### config.mk
export PLATFORM = sky130hd
export DESIGN_NAME = dma_xfer_ctrl
export DESIGN_NICKNAME = d
export VERILOG_FILES = /design/src/rtl/dma_xfer_pkg.sv /design/src/rtl/dma_cfg_regs.sv /design/src/rtl/dma_wbuf.sv /design/src/rtl/dma_sequencer.sv /design/src/rtl/dma_xfer_ctrl.sv
export SDC_FILE = /design/constraint.sdc
export NUM_CORES = 1
export LEC_CHECK = 0
export ABC_AREA = 1
export CAP_MARGIN = 20
export CORE_MARGIN = 5
export CORE_UTILIZATION = 54
export CTS_CLUSTER_DIAMETER = 50
export DETAILED_ROUTE_END_ITERATION = 8
export PLACE_DENSITY_LB_ADDON = 0.08
export SLEW_MARGIN = 20
export SYNTH_ARGS = -nofsm -noshare
export SYNTH_HDL_FRONTEND = slang
export SYNTH_SLANG_ARGS = --single-unit
### constraint.sdc
create_clock -name clk -period 6.39 [get_ports clk]
set_input_delay 0.9585 -clock clk [delete_from_list [all_inputs] [get_ports clk]]
set_output_delay 0.9585 -clock clk [all_outputs]
set_load 0.005 [all_outputs]
### src/rtl/dma_xfer_pkg.sv
package dma_xfer_pkg;

  typedef enum logic [1:0] {
    XM_BURST = 2'd0,
    XM_STEAL = 2'd1,
    XM_IDLE  = 2'd2,
    XM_RSVD  = 2'd3
  } xfer_mode_e;

  typedef struct packed {
    xfer_mode_e mode;
    logic       to_per;
  } xfer_ctrl_t;

  localparam logic [1:0] RS_ADDR  = 2'd0;
  localparam logic [1:0] RS_COUNT = 2'd1;
  localparam logic [1:0] RS_CTRL  = 2'd2;
  localparam logic [1:0] RS_CMD   = 2'd3;

  localparam int CMD_GO_BIT  = 0;
  localparam int CMD_CLR_BIT = 1;

endpackage

### src/rtl/dma_cfg_regs.sv
module dma_cfg_regs
  import dma_xfer_pkg::*;
#(
  parameter int AW = 16,
  parameter int CW = 16,
  parameter int RW = 32
) (
  input  logic          clk,
  input  logic          rst_n,
  input  logic          cfg_we,
  input  logic [1:0]    cfg_sel,
  input  logic [RW-1:0] cfg_wdata,
  input  logic          busy,
  input  logic          done,
  output logic          start,
  output logic [AW-1:0] job_addr,
  output logic [CW-1:0] job_cnt,
  output xfer_ctrl_t    job_ctrl,
  output logic          irq
);

  logic wr_ok;
  logic clr_req;
  logic zero_done;
  logic unused_cfg;

  assign unused_cfg = ^cfg_wdata;
  assign wr_ok      = cfg_we && !busy;
  assign start      = wr_ok && (cfg_sel == RS_CMD) && cfg_wdata[CMD_GO_BIT];
  assign clr_req    = cfg_we && (cfg_sel == RS_CMD) && cfg_wdata[CMD_CLR_BIT];
  assign zero_done  = start && (job_cnt == '0);

  always_ff @(posedge clk or negedge rst_n) begin
    if (!rst_n) begin
      job_addr <= '0;
      job_cnt  <= '0;
      job_ctrl <= '{mode: XM_BURST, to_per: 1'b0};
    end else if (wr_ok) begin
      case (cfg_sel)
        RS_ADDR:  job_addr <= cfg_wdata[AW-1:0];
        RS_COUNT: job_cnt  <= cfg_wdata[CW-1:0];
        RS_CTRL: begin
          job_ctrl.to_per <= cfg_wdata[0];
          job_ctrl.mode   <= xfer_mode_e'(cfg_wdata[2:1]);
        end
        default: ;
      endcase
    end
  end

  always_ff @(posedge clk or negedge rst_n) begin
    if (!rst_n)                 irq <= 1'b0;
    else if (done || zero_done) irq <= 1'b1;
    else if (clr_req)           irq <= 1'b0;
  end

  // sticky interrupt
  a_r4_irq_sticky: assert property (@(posedge clk) disable iff (!rst_n)
    irq && !clr_req |=> irq);
  // programming frozen during a job
  a_r5_regs_frozen: assert property (@(posedge clk) disable iff (!rst_n)
    busy |=> $stable(job_addr) && $stable(job_cnt) && $stable(job_ctrl));
  // empty job completes at once
  a_r3_zero_done: assert property (@(posedge clk) disable iff (!rst_n)
    start && (job_cnt == '0) |=> irq && !busy);

endmodule

### src/rtl/dma_wbuf.sv
module dma_wbuf #(
  parameter int DW    = 32,
  parameter int DEPTH = 2,
  parameter int OW    = $clog2(DEPTH + 1)
) (
  input  logic          clk,
  input  logic          rst_n,
  input  logic          push,
  input  logic [DW-1:0] push_data,
  input  logic          out_ready,
  output logic          out_valid,
  output logic [DW-1:0] out_data,
  output logic [OW-1:0] occ,
  output logic          pop
);

  localparam int PW = (DEPTH > 1) ? $clog2(DEPTH) : 1;

  logic [DW-1:0] slot [DEPTH];
  logic [PW-1:0] wp, rp;

  function automatic logic [PW-1:0] step(input logic [PW-1:0] p);
    return (p == PW'(DEPTH - 1)) ? '0 : p + PW'(1);
  endfunction

  assign out_valid = (occ != '0);
  assign out_data  = slot[rp];
  assign pop       = out_valid && out_ready;

  for (genvar i = 0; i < DEPTH; i++) begin : g_slot
    always_ff @(posedge clk) begin
      if (push && (wp == PW'(i))) slot[i] <= push_data;
    end
  end

  always_ff @(posedge clk or negedge rst_n) begin
    if (!rst_n) begin
      wp  <= '0;
      rp  <= '0;
      occ <= '0;
    end else begin
      if (push) wp <= step(wp);
      if (pop)  rp <= step(rp);
      occ <= occ + OW'(push) - OW'(pop);
    end
  end

  // offered word held under back-pressure
  a_r7_hold_word: assert property (@(posedge clk) disable iff (!rst_n)
    out_valid && !out_ready |=> out_valid && $stable(out_data));
  // no word lost to overflow
  a_r7_no_overflow: assert property (@(posedge clk) disable iff (!rst_n)
    push |-> (occ < OW'(DEPTH)) || pop);

endmodule

### src/rtl/dma_sequencer.sv
module dma_sequencer
  import dma_xfer_pkg::*;
#(
  parameter int AW    = 16,
  parameter int CW    = 16,
  parameter int DEPTH = 2,
  parameter int OW    = $clog2(DEPTH + 1)
) (
  input  logic          clk,
  input  logic          rst_n,
  input  logic          start,
  input  logic [AW-1:0] job_addr,
  input  logic [CW-1:0] job_cnt,
  input  xfer_ctrl_t    job_ctrl,
  input  logic          bus_gnt,
  input  logic          cpu_idle,
  input  logic          in_valid,
  input  logic [OW-1:0] buf_occ,
  input  logic          buf_pop,
  output logic          busy,
  output logic          done,
  output logic          bus_req,
  output logic          in_ready,
  output logic          mem_en,
  output logic          mem_we,
  output logic [AW-1:0] mem_addr,
  output logic          buf_push
);

  xfer_ctrl_t    ctl_q;
  logic [AW-1:0] addr_q;
  logic [CW-1:0] bus_left;
  logic [CW-1:0] cnt_left;
  logic          rd_pend;
  logic          drop_q;

  logic          is_steal, is_idle_m, is_burst, to_per;
  logic [OW:0]   fill;
  logic          room, want, need, owned;
  logic          wr_mv, rd_mv, access, complete;

  always_comb begin
    is_steal  = (ctl_q.mode == XM_STEAL);
    is_idle_m = (ctl_q.mode == XM_IDLE);
    is_burst  = !is_steal && !is_idle_m;
    to_per    = ctl_q.to_per;
    fill      = {1'b0, buf_occ} + (OW+1)'(rd_pend) - (OW+1)'(buf_pop);
    room      = fill < (OW+1)'(DEPTH);
    want      = to_per ? room : in_valid;
    need      = busy && (bus_left != '0);
    bus_req   = need && (is_burst || (want && !drop_q));
    owned     = bus_req && bus_gnt && (!is_idle_m || cpu_idle);
    wr_mv     = owned && !to_per && in_valid;
    rd_mv     = owned && to_per && room;
    access    = wr_mv || rd_mv;
    in_ready  = owned && !to_per;
    complete  = to_per ? buf_pop : wr_mv;
    done      = busy && complete && (cnt_left == CW'(1));
  end

  assign mem_en   = access;
  assign mem_we   = wr_mv;
  assign mem_addr = addr_q;
  assign buf_push = rd_pend;

  always_ff @(posedge clk or negedge rst_n) begin
    if (!rst_n) begin
      busy     <= 1'b0;
      ctl_q    <= '{mode: XM_BURST, to_per: 1'b0};
      addr_q   <= '0;
      bus_left <= '0;
      cnt_left <= '0;
      rd_pend  <= 1'b0;
      drop_q   <= 1'b0;
    end else if (!busy) begin
      rd_pend <= 1'b0;
      drop_q  <= 1'b0;
      if (start && (job_cnt != '0)) begin
        busy     <= 1'b1;
        ctl_q    <= job_ctrl;
        addr_q   <= job_addr;
        bus_left <= job_cnt;
        cnt_left <= job_cnt;
      end
    end else begin
      rd_pend <= rd_mv;
      drop_q  <= is_steal && access;
      if (access) begin
        addr_q   <= addr_q + AW'(1);
        bus_left <= bus_left - CW'(1);
      end
      if (complete) cnt_left <= cnt_left - CW'(1);
      if (done)     busy     <= 1'b0;
    end
  end

  // bus given back after each stolen word
  a_r9_give_back: assert property (@(posedge clk) disable iff (!rst_n)
    busy && is_steal && mem_en |=> !bus_req);
  // idle-slot accesses only in idle cycles
  a_r10_idle_slot: assert property (@(posedge clk) disable iff (!rst_n)
    busy && is_idle_m && mem_en |-> cpu_idle);
  // burst keeps the request until the last access
  a_r8_hold_bus: assert property (@(posedge clk) disable iff (!rst_n)
    busy && is_burst && bus_req && !(mem_en && bus_left == CW'(1)) |=> bus_req);
  // address steps by one per access
  a_r6_addr_step: assert property (@(posedge clk) disable iff (!rst_n)
    busy && mem_en |=> addr_q == $past(addr_q) + AW'(1));
  // busy holds until completion
  a_r2_busy_hold: assert property (@(posedge clk) disable iff (!rst_n)
    busy && !done |=> busy);
  // no idle request in shared modes
  a_r12_no_spare_req: assert property (@(posedge clk) disable iff (!rst_n)
    busy && !is_burst && !to_per && bus_req |-> in_valid);
  // no access without grant
  a_r11_grant: assert property (@(posedge clk) disable iff (!rst_n)
    mem_en |-> bus_gnt);

endmodule

### src/rtl/dma_xfer_ctrl.sv
module dma_xfer_ctrl
  import dma_xfer_pkg::*;
#(
  parameter int AW        = 16,
  parameter int DW        = 32,
  parameter int CW        = 16,
  parameter int RW        = 32,
  parameter int BUF_DEPTH = 2
) (
  input  logic          clk,
  input  logic          rst_n,
  input  logic          cfg_we,
  input  logic [1:0]    cfg_sel,
  input  logic [RW-1:0] cfg_wdata,
  output logic          busy,
  output logic          irq,
  output logic          bus_req,
  input  logic          bus_gnt,
  input  logic          cpu_idle,
  output logic          mem_en,
  output logic          mem_we,
  output logic [AW-1:0] mem_addr,
  output logic [DW-1:0] mem_wdata,
  input  logic [DW-1:0] mem_rdata,
  input  logic          in_valid,
  output logic          in_ready,
  input  logic [DW-1:0] in_data,
  output logic          out_valid,
  input  logic          out_ready,
  output logic [DW-1:0] out_data
);

  localparam int OW = $clog2(BUF_DEPTH + 1);

  logic          start, done, buf_push, buf_pop;
  logic [AW-1:0] job_addr;
  logic [CW-1:0] job_cnt;
  xfer_ctrl_t    job_ctrl;
  logic [OW-1:0] buf_occ;

  assign mem_wdata = in_data;

  dma_cfg_regs #(.AW(AW), .CW(CW), .RW(RW)) u_regs (
    .clk, .rst_n, .cfg_we, .cfg_sel, .cfg_wdata,
    .busy, .done, .start, .job_addr, .job_cnt, .job_ctrl, .irq
  );

  dma_sequencer #(.AW(AW), .CW(CW), .DEPTH(BUF_DEPTH), .OW(OW)) u_seq (
    .clk, .rst_n, .start, .job_addr, .job_cnt, .job_ctrl,
    .bus_gnt, .cpu_idle, .in_valid, .buf_occ, .buf_pop,
    .busy, .done, .bus_req, .in_ready, .mem_en, .mem_we, .mem_addr, .buf_push
  );

  dma_wbuf #(.DW(DW), .DEPTH(BUF_DEPTH), .OW(OW)) u_buf (
    .clk, .rst_n, .push(buf_push), .push_data(mem_rdata), .out_ready,
    .out_valid, .out_data, .occ(buf_occ), .pop(buf_pop)
  );

  // a job never starts while another runs
  a_r1_no_restart: assert property (@(posedge clk) disable iff (!rst_n)
    busy |-> !start);

endmodule

==> metrics.md, run 1 <==
| Metric | Value |
|---|---|
| Lkg Pwr | `4.224 nW` |
| # H-tree levels | `4` |
| Seq pwr share | `a little under two fifths` |
| Global-route usage over all layers | `20.04%` |
| Total congestion overflow | `0` |
| Drt first-iter violations | `382` |
| Clk buf depth | `2` |
| Area of the multi-input gates | `0.002918 mm2` |
| Worst slew margin | `approximately a third` |
| F_max | `between 0.2 and 0.25 GHz` |
| First-pass GRT wire length | `28810 um` |
| Period utilization | `72.14%` |
| Setup TNS | `0 ns` |
| Row cnt | `44` |
| PD cells | `between 400 and 500 mW/mm2` |
| Filler Cell Count | `1164` |
| CP max FO | `5` |
| Internal power | `between 2 and 3 mW` |
| Layout Utilization | `between 60% and 70%` |
| WP data required | `5.43 ns` |
| Ant diodes | `0` |
| DRT met1 WL | `7702 um` |
| Via Count | `6064` |
| Routed Antenna Nets | `0` |
| Min-Delay Path Class | `input pin to asynchronous set/reset pin` |
| Met2 Wirelength | `8465 um` |
| R2R cell count | `14` |
| Routed wl met3 | `979 um` |
| Initial Util | `54.77%` |
| Synthesized net count | `around 1000` |
| Syn Inst Count | `890` |
| Fin. Hold Viols | `0` |
| CTS Buf Count | `17` |
| Number of global-route vias before repair | `5924` |
| DR WL/cell | `14.97 um` |
| Worst Skew | `0.008250 ns` |
| Worst Setup Start Kind | `input pin` |
| IO Pins | `192` |
| Clock root cell | `clkbuf_16` |
| Drt drc | `0` |
| Synthesized area | `0.007930 mm2` |
| Status | `finished clean` |
| Synthesis Warnings | `0` |
| Number of synthesized register bits | `158` |
| Area grow syn2layout | `19.08%` |
| Clk pwr share | `a little under a quarter` |
| Register area | `0.004274 mm2` |
| Crit path capture type | `output pin` |
| Setup Viol. Count Final | `0` |
| CP Data Arrival Time | `approximately 3.7 ns` |
| Tightest Pin Transition | `slightly below 1 ns` |
| Die X | `131.2 um` |
| Synth unique cells | `38` |
| R2R Path End | `u_seq.bus_left[7]` |
| DR pass1 iterations | `5` |
| HPWL Detailed | `12050 um` |
| Seq/Total Area, Yosys | `53.90%` |
| Post-CTS Setup Inserts | `0` |
| Resized Gates After CTS | `0` |
| Fin Hold WS | `0.3781 ns` |
| Chip Height | `131.2 um` |
| Reg2Reg Launch Point | `u_buf.occ[1]` |
| CORE AREA | `0.01448 mm2` |
| Critical path class | `input pin to output pin` |
| Net Sw Frac | `between 30% and 40%` |
| IO buf count | `approximately 110` |
| P_sw | `1.533 mW` |
| Clk_lat worst skew | `~0.42 ns` |
| Flop-to-flop setup slack | `3.16 ns` |
| Post-layout net count | `1075` |
| RSZ-0062 raised after global routing | `no` |
| Worst-path clk slew | `0.06 ns` |
| Routability cong. | `0.8707` |
| Uppermost routed layer | `met4` |
| Final WL | `17350 um` |
| Pins Over Slew Limit | `0` |
| Max Cap Viol | `0` |
| Worst ir drop on vdd | `0.0002056 V` |
| Die area | `between 0.015 and 0.02 mm2` |
| Vias per inst | `~5.2` |
| Synthesized area per cell | `8.910 um2` |
| Initial antenna violation count | `0` |
| Combinational share of power | `39.6%` |
| TritonCTS clock tree | `yes` |
| Hold buffer count at cts | `0` |
| Fraction of layout cells with a size suffix above 1 | `about a tenth` |
| Final Critical Period | `4.610 ns` |
| Clk sinks | `158` |
| Largest net degree at the start of global routing | `82` |
## layer usage
layer  global-route usage (%)  up-vias
met5                        0        -
met4                    6.005        0
li1                         -     2997
met3                    4.817       19
met1                    26.58     2855
met2                    32.87      193
## worst max-delay path by stage
stage	from	endpoint	slack, ns	cells past startpoint
final	out_ready	mem_we	1.78	15
after global routing	out_ready	mem_we	1.54	15
after CTS	out_ready	mem_we	1.74	15
after detailed placement	out_ready	mem_we	1.75	15
after global placement	out_ready	mem_en	1.89	15
after floorplan	out_ready	mem_en	2.91	13
## power by group through the flow
stage	logic (mW)	clock network (mW)	registers, mW
2_1_floorplan	1.12	0	1.50
3_3_place_gp	1.57	0	1.54
3_5_place_dp	1.63	0	1.55
4_1_cts	1.64	0.950	1.54
5_1_grt	1.83	0.991	1.57
6_report	1.62	0.935	1.54
## critical path, cell delays in order
cell,delay (ns)
clkdlybuf4s50_1,0.49
nand3_1,0.13
o21ai_0,0.11
ha_1,0.20
fa_1,0.43
inv_1,0.07
nand3_1,0.10
nand2_1,0.07
nand2_1,0.06
nand2_2,0.10
nand3_4,0.10
nor2_2,0.14
nand2_2,0.11
inv_1,0.08
clkdlybuf4s50_1,0.52
## sequential cells by signal, indices dropped and copies added (netlist names)
name,cells
u_regs.job_addr,16
u_seq.to_per,1
u_buf.occ,2
u_buf.slot,64
u_seq.cnt_left,16
u_seq.buf_push,1
u_seq.drop_q,1
u_seq.bus_left,16
u_seq.busy,1
u_seq.ctl_q,2
u_regs.irq,1
u_regs.job_ctrl,3
u_buf.rp,1
u_buf.wp,1
u_regs.job_cnt,16
u_seq.mem_addr,16
## Yosys cell counts
cell / instances / share of area [%]
ha_1: 7 / 1.1
inv_1: 81 / 3.8
nand4_1: 10 / 0.79
a21boi_0: 2 / 0.19
nor2_1: 42 / 2.0
nand2b_1: 1 / 0.079
nor3_1: 10 / 0.63
nand3_1: 41 / 2.6
o21bai_4: 1 / 0.24
xnor2_1: 6 / 0.66
nand2_1: 299 / 14
and2_4: 1 / 0.11
nand3_4: 3 / 0.66
inv_4: 1 / 0.079
clkbuf_1: 19 / 0.90
buf_12: 1 / 0.25
fa_1: 1 / 0.25
nand2_4: 2 / 0.28
a21oi_1: 9 / 0.57
buf_2: 4 / 0.25
a21oi_2: 1 / 0.11
buf_6: 4 / 0.57
o31ai_1: 3 / 0.28
buf_8: 1 / 0.19
nand3_2: 1 / 0.13
o21ai_0: 68 / 4.3
edfxtp_1: 64 / 24
dfrtp_1: 94 / 30
nand2_2: 9 / 0.71
o21ai_2: 30 / 3.3
a31oi_1: 2 / 0.16
nor4_1: 8 / 0.63
nor2_2: 5 / 0.39
xor2_1: 21 / 2.3
buf_1: 2 / 0.095
clkinv_1: 1 / 0.047
o21ai_1: 2 / 0.13
buf_4: 33 / 3.1
## layout by cell type (no fill, tap or decap), drive strengths merged
cell	instances
xor2	21
o21ai	100
buf	7
nand2b	1
and2	1
nand3	45
o21bai	1
clkinvlp	4
a31oi	2
fa	1
a21boi	2
dfrtp	94
clkdlybuf4s50	110
xnor2	6
ha	7
nor2	47
a21oi	10
nand2	310
nor3	10
clkinv	4
nor4	8
inv	84
edfxtp	64
clkbuf	23
nand4	10
o31ai	3
## cell families after synthesis
kind of cell	Yosys count	synth area share, %
adder cells (fa/ha/maj)	8	1.357
AND/OR/NAND/NOR	432	23.15
AO/OA/AOI/OAI	118	9.277
flip-flops	158	53.90
XOR/XNOR	27	2.982
buffers and inverters	147	9.340
## cell type report
cell class	count	share of cell area, %
Tap cell	184	2.438
Timing Repair Buffer	117	12.26
Clock buffer	23	5.181
Multi-Input combinational cell	585	30.90
Clock inverter	9	0.6360
Sequential cell	158	45.26
Inverter	83	3.326
## metrics by stage
step | area, um2 | worst slack [ns] | power (mW) | std cells
6_report | 9443 | 1.780 | 4.092 | 1159
3_3_place_gp | 8890 | 1.887 | 3.112 | 1127
3_5_place_dp | 8890 | 1.750 | 3.180 | 1127
4_1_cts | 9439 | 1.744 | 4.123 | 1159
5_1_grt | 9443 | 1.537 | 4.386 | 1159
2_1_floorplan | 7930 | 2.915 | 2.624 | 890
No activity file was read; power rests on OpenSTA's default activity.
==> inputs of run 2 (changes only) <==
--- a/config.mk
+++ b/config.mk
@@ -8,7 +8,7 @@
 export ABC_AREA = 1
 export CAP_MARGIN = 20
 export CORE_MARGIN = 5
-export CORE_UTILIZATION = 54
+export CORE_UTILIZATION = 50
 export CTS_CLUSTER_DIAMETER = 50
 export DETAILED_ROUTE_END_ITERATION = 8
 export PLACE_DENSITY_LB_ADDON = 0.08
==> constraint.sdc (replaced) <==
create_clock -name clk -period 4.6 [get_ports clk]
set_input_delay 0.69 -clock clk [delete_from_list [all_inputs] [get_ports clk]]
set_output_delay 0.69 -clock clk [all_outputs]
set_load 0.005 [all_outputs]
==> run 2 against run 1 <==
Effect of this change: core utilization is 4.3 points lower; clock power is 50% higher; sequential share of layout area is 0.58 points lower; design area is 1.3% higher; power is 42% higher; combinational power is 40% higher; critical path depth stayed put; via count is 1.9% lower; highest routed layer unchanged.
==> metrics.md, run 2 (same netlist as run 1, synthesis figures left out) <==
| Metric | Value |
|---|---|
| Number of global-route vias before repair | `5532 (-6.6%)` |
| IO Pins | `192 (unchanged)` |
| Final WL | `17210 um (-0.79%)` |
| Largest net degree at the start of global routing | `70 (-15%)` |
| Fin Hold WS | `0.3881 ns (+0.009945 ns)` |
| Worst slew margin | `40.00% (+4.7 points)` |
| Placed Area | `0.008950 mm2 (+0.68%)` |
| Chip Height | `135.9 um (+3.6%)` |
| Vias per inst | `4.988 (-4.7%)` |
| Crit path capture type | `output pin` |
| Largest register by flop count | `u_buf.slot` |
| Final Critical Period | `3.994 ns` |
| Resized Gates After CTS | `0 (unchanged)` |
| CP max FO | `5 (unchanged)` |
| DRT met1 WL | `7991 um (+3.8%)` |
| WP data required | `3.91 ns (-1.52 ns)` |
| Fraction of layout cells with a size suffix above 1 | `9.724% (+0.39 points)` |
| Final std cells w/o fill | `1193 (+2.9%)` |
| DR WL/cell | `14.42 um (-3.6%)` |
| Ant diodes | `0 (unchanged)` |
| CP Data Arrival Time | `3.30 ns (-0.35 ns)` |
| Post-Place Cells | `1160 (+2.9%)` |
| # H-tree levels | `4 (unchanged)` |
| R2R cell count | `15 (+1)` |
| PD cells | `606.3 mW/mm2 (+40%)` |
| HPWL Detailed | `11790 um (-2.1%)` |
| Initial antenna violation count | `0 (unchanged)` |
| Pins Over Slew Limit | `0 (unchanged)` |
| Flop-to-flop setup slack | `1.61 ns (-1.55 ns)` |
| Routed Antenna Nets | `0 (unchanged)` |
| Worst ir drop on vdd | `0.0002851 V (+39%)` |
| Design Power | `5.800 mW (+42%)` |
| Clk sinks | `158 (unchanged)` |
| F_max | `~0.25 GHz` |
| Post-layout net count | `1077 (+0.19%)` |
| Die X | `135.9 um (+3.6%)` |
| Fin. Hold Viols | `0 (unchanged)` |
| Drt drc | `0 (unchanged)` |
| Via Count | `5951 (-1.9%)` |
| Global-route usage over all layers | `19.00% (-1.0 points)` |
| Status | `finished clean` |
| IO buf count | `111 (unchanged)` |
| Clk_lat worst skew | `0.43 ns (about the same)` |
| Design Area, Final | `0.009565 mm2 (+1.3%)` |
| First-pass GRT wire length | `27630 um (-4.1%)` |
| Dpl ws | `0.5782 ns (-1.172 ns)` |
| Hold buffer count at cts | `0 (unchanged)` |
| Setup Viol. Count Final | `0 (unchanged)` |
| Uppermost routed layer | `met4` |
| Row cnt | `46 (+4.5%)` |
| DR pass1 iterations | `5 (unchanged)` |
| Min-Delay Path Class | `input pin to asynchronous set/reset pin` |
| Drt first-iter violations | `385 (+0.79%)` |
| CTS Buf Count | `17 (unchanged)` |
| Critical path class | `input pin to output pin` |
| Worst Setup Start Kind | `input pin` |
| Max reg flops | `64 (unchanged)` |
| Clock root cell | `clkbuf_16` |
| Initial Util | `50.47% (-4.3 points)` |
| Lkg Pwr | `4.259 nW (+0.83%)` |
| Crit path setup slack, layout | `0.6057 ns (-1.174 ns)` |
| Total congestion overflow | `0 (unchanged)` |
| RSZ-0062 raised after global routing | `no` |
| Routability cong. | `0.8216 (-5.6%)` |
| Met2 Wirelength | `7914 um (-6.5%)` |
| Routed wl met3 | `1027 um (+4.9%)` |
| Post-CTS Setup Inserts | `0 (unchanged)` |
| TritonCTS clock tree | `yes` |
| Setup TNS | `0 ns (unchanged)` |
| Die area | `0.01848 mm2 (+7.4%)` |
| Max Cap Viol | `0 (unchanged)` |
| Area grow syn2layout | `20.62%` |
| Period utilization | `86.83%` |
| Worst Skew | `0.007496 ns (-0.0007545 ns)` |
| Clk buf depth | `2 (unchanged)` |
| Layout Utilization | `60.88% (-4.3 points)` |
| Tightest Pin Transition | `0.9000 ns (-0.06407 ns)` |
| Worst-path clk slew | `0.06 ns (about the same)` |
| CORE AREA | `0.01571 mm2 (+8.5%)` |
| Most common cell after layout, fill and taps aside | `nand2_1` |
| Most frequent cells in the layout | `nand2_1, clkdlybuf4s50_1, dfrtp_1` |
[run 2: cell types whose count changed in the layout (fill, tap and decap cells not counted), sizes merged]
cell / before / now
clkbuf: 23 / 17
inv: 84 / 87
buf: 7 / 9
bufinv: 0 / 2
clkinv: 4 / 5
[run 2: report_power, final]
part           internal, mW  switching (mW)
combinational         0.997            1.27
sequential             1.84           0.296
clock                 0.807           0.589
[run 2: worst max-delay path: stages]
cell and delay [ns]:
clkdlybuf4s50_1 0.50, nand3_1 0.13, o21ai_0 0.10, ha_1 0.19, fa_1 0.43, inv_1 0.07, nand3_1 0.09, nand2_1 0.06
nand2_1 0.06, nand2_2 0.08, nand3_4 0.09, nor2_2 0.13, nand2_2 0.11, nand2_1 0.07, clkdlybuf4s50_1 0.50
[run 2: area by class of cell]
cell class	instances	area [um2]
Clock buffer	17	425.4
Clock inverter	15	162.7
Fill cell	1402	6147
Inverter	83	314.1
Multi-Input combinational cell	585	2918
Sequential cell	158	4274
Tap cell	216	270.3
Timing Repair Buffer	119	1201
[run 2: worst paths after layout]
kind	endpoint	start
setup / recovery	mem_en	out_ready
hold reg to reg	u_regs.job_addr[5]	u_regs.job_addr[5]
max in group asynchronous	u_seq.bus_left[2]	rst_n
hold / removal	u_seq.mem_addr[4]	rst_n
min in group clk	u_regs.job_addr[5]	u_regs.job_addr[5]
setup reg to reg	u_seq.bus_left[1]	u_buf.occ[1]
[run 2: per-layer routing]
layer  up-vias  track usage (%)
met1      2769            25.76
met2       156            30.56
li1       3005                -
met3        21            4.256
met4         0            6.159
met5         -                0
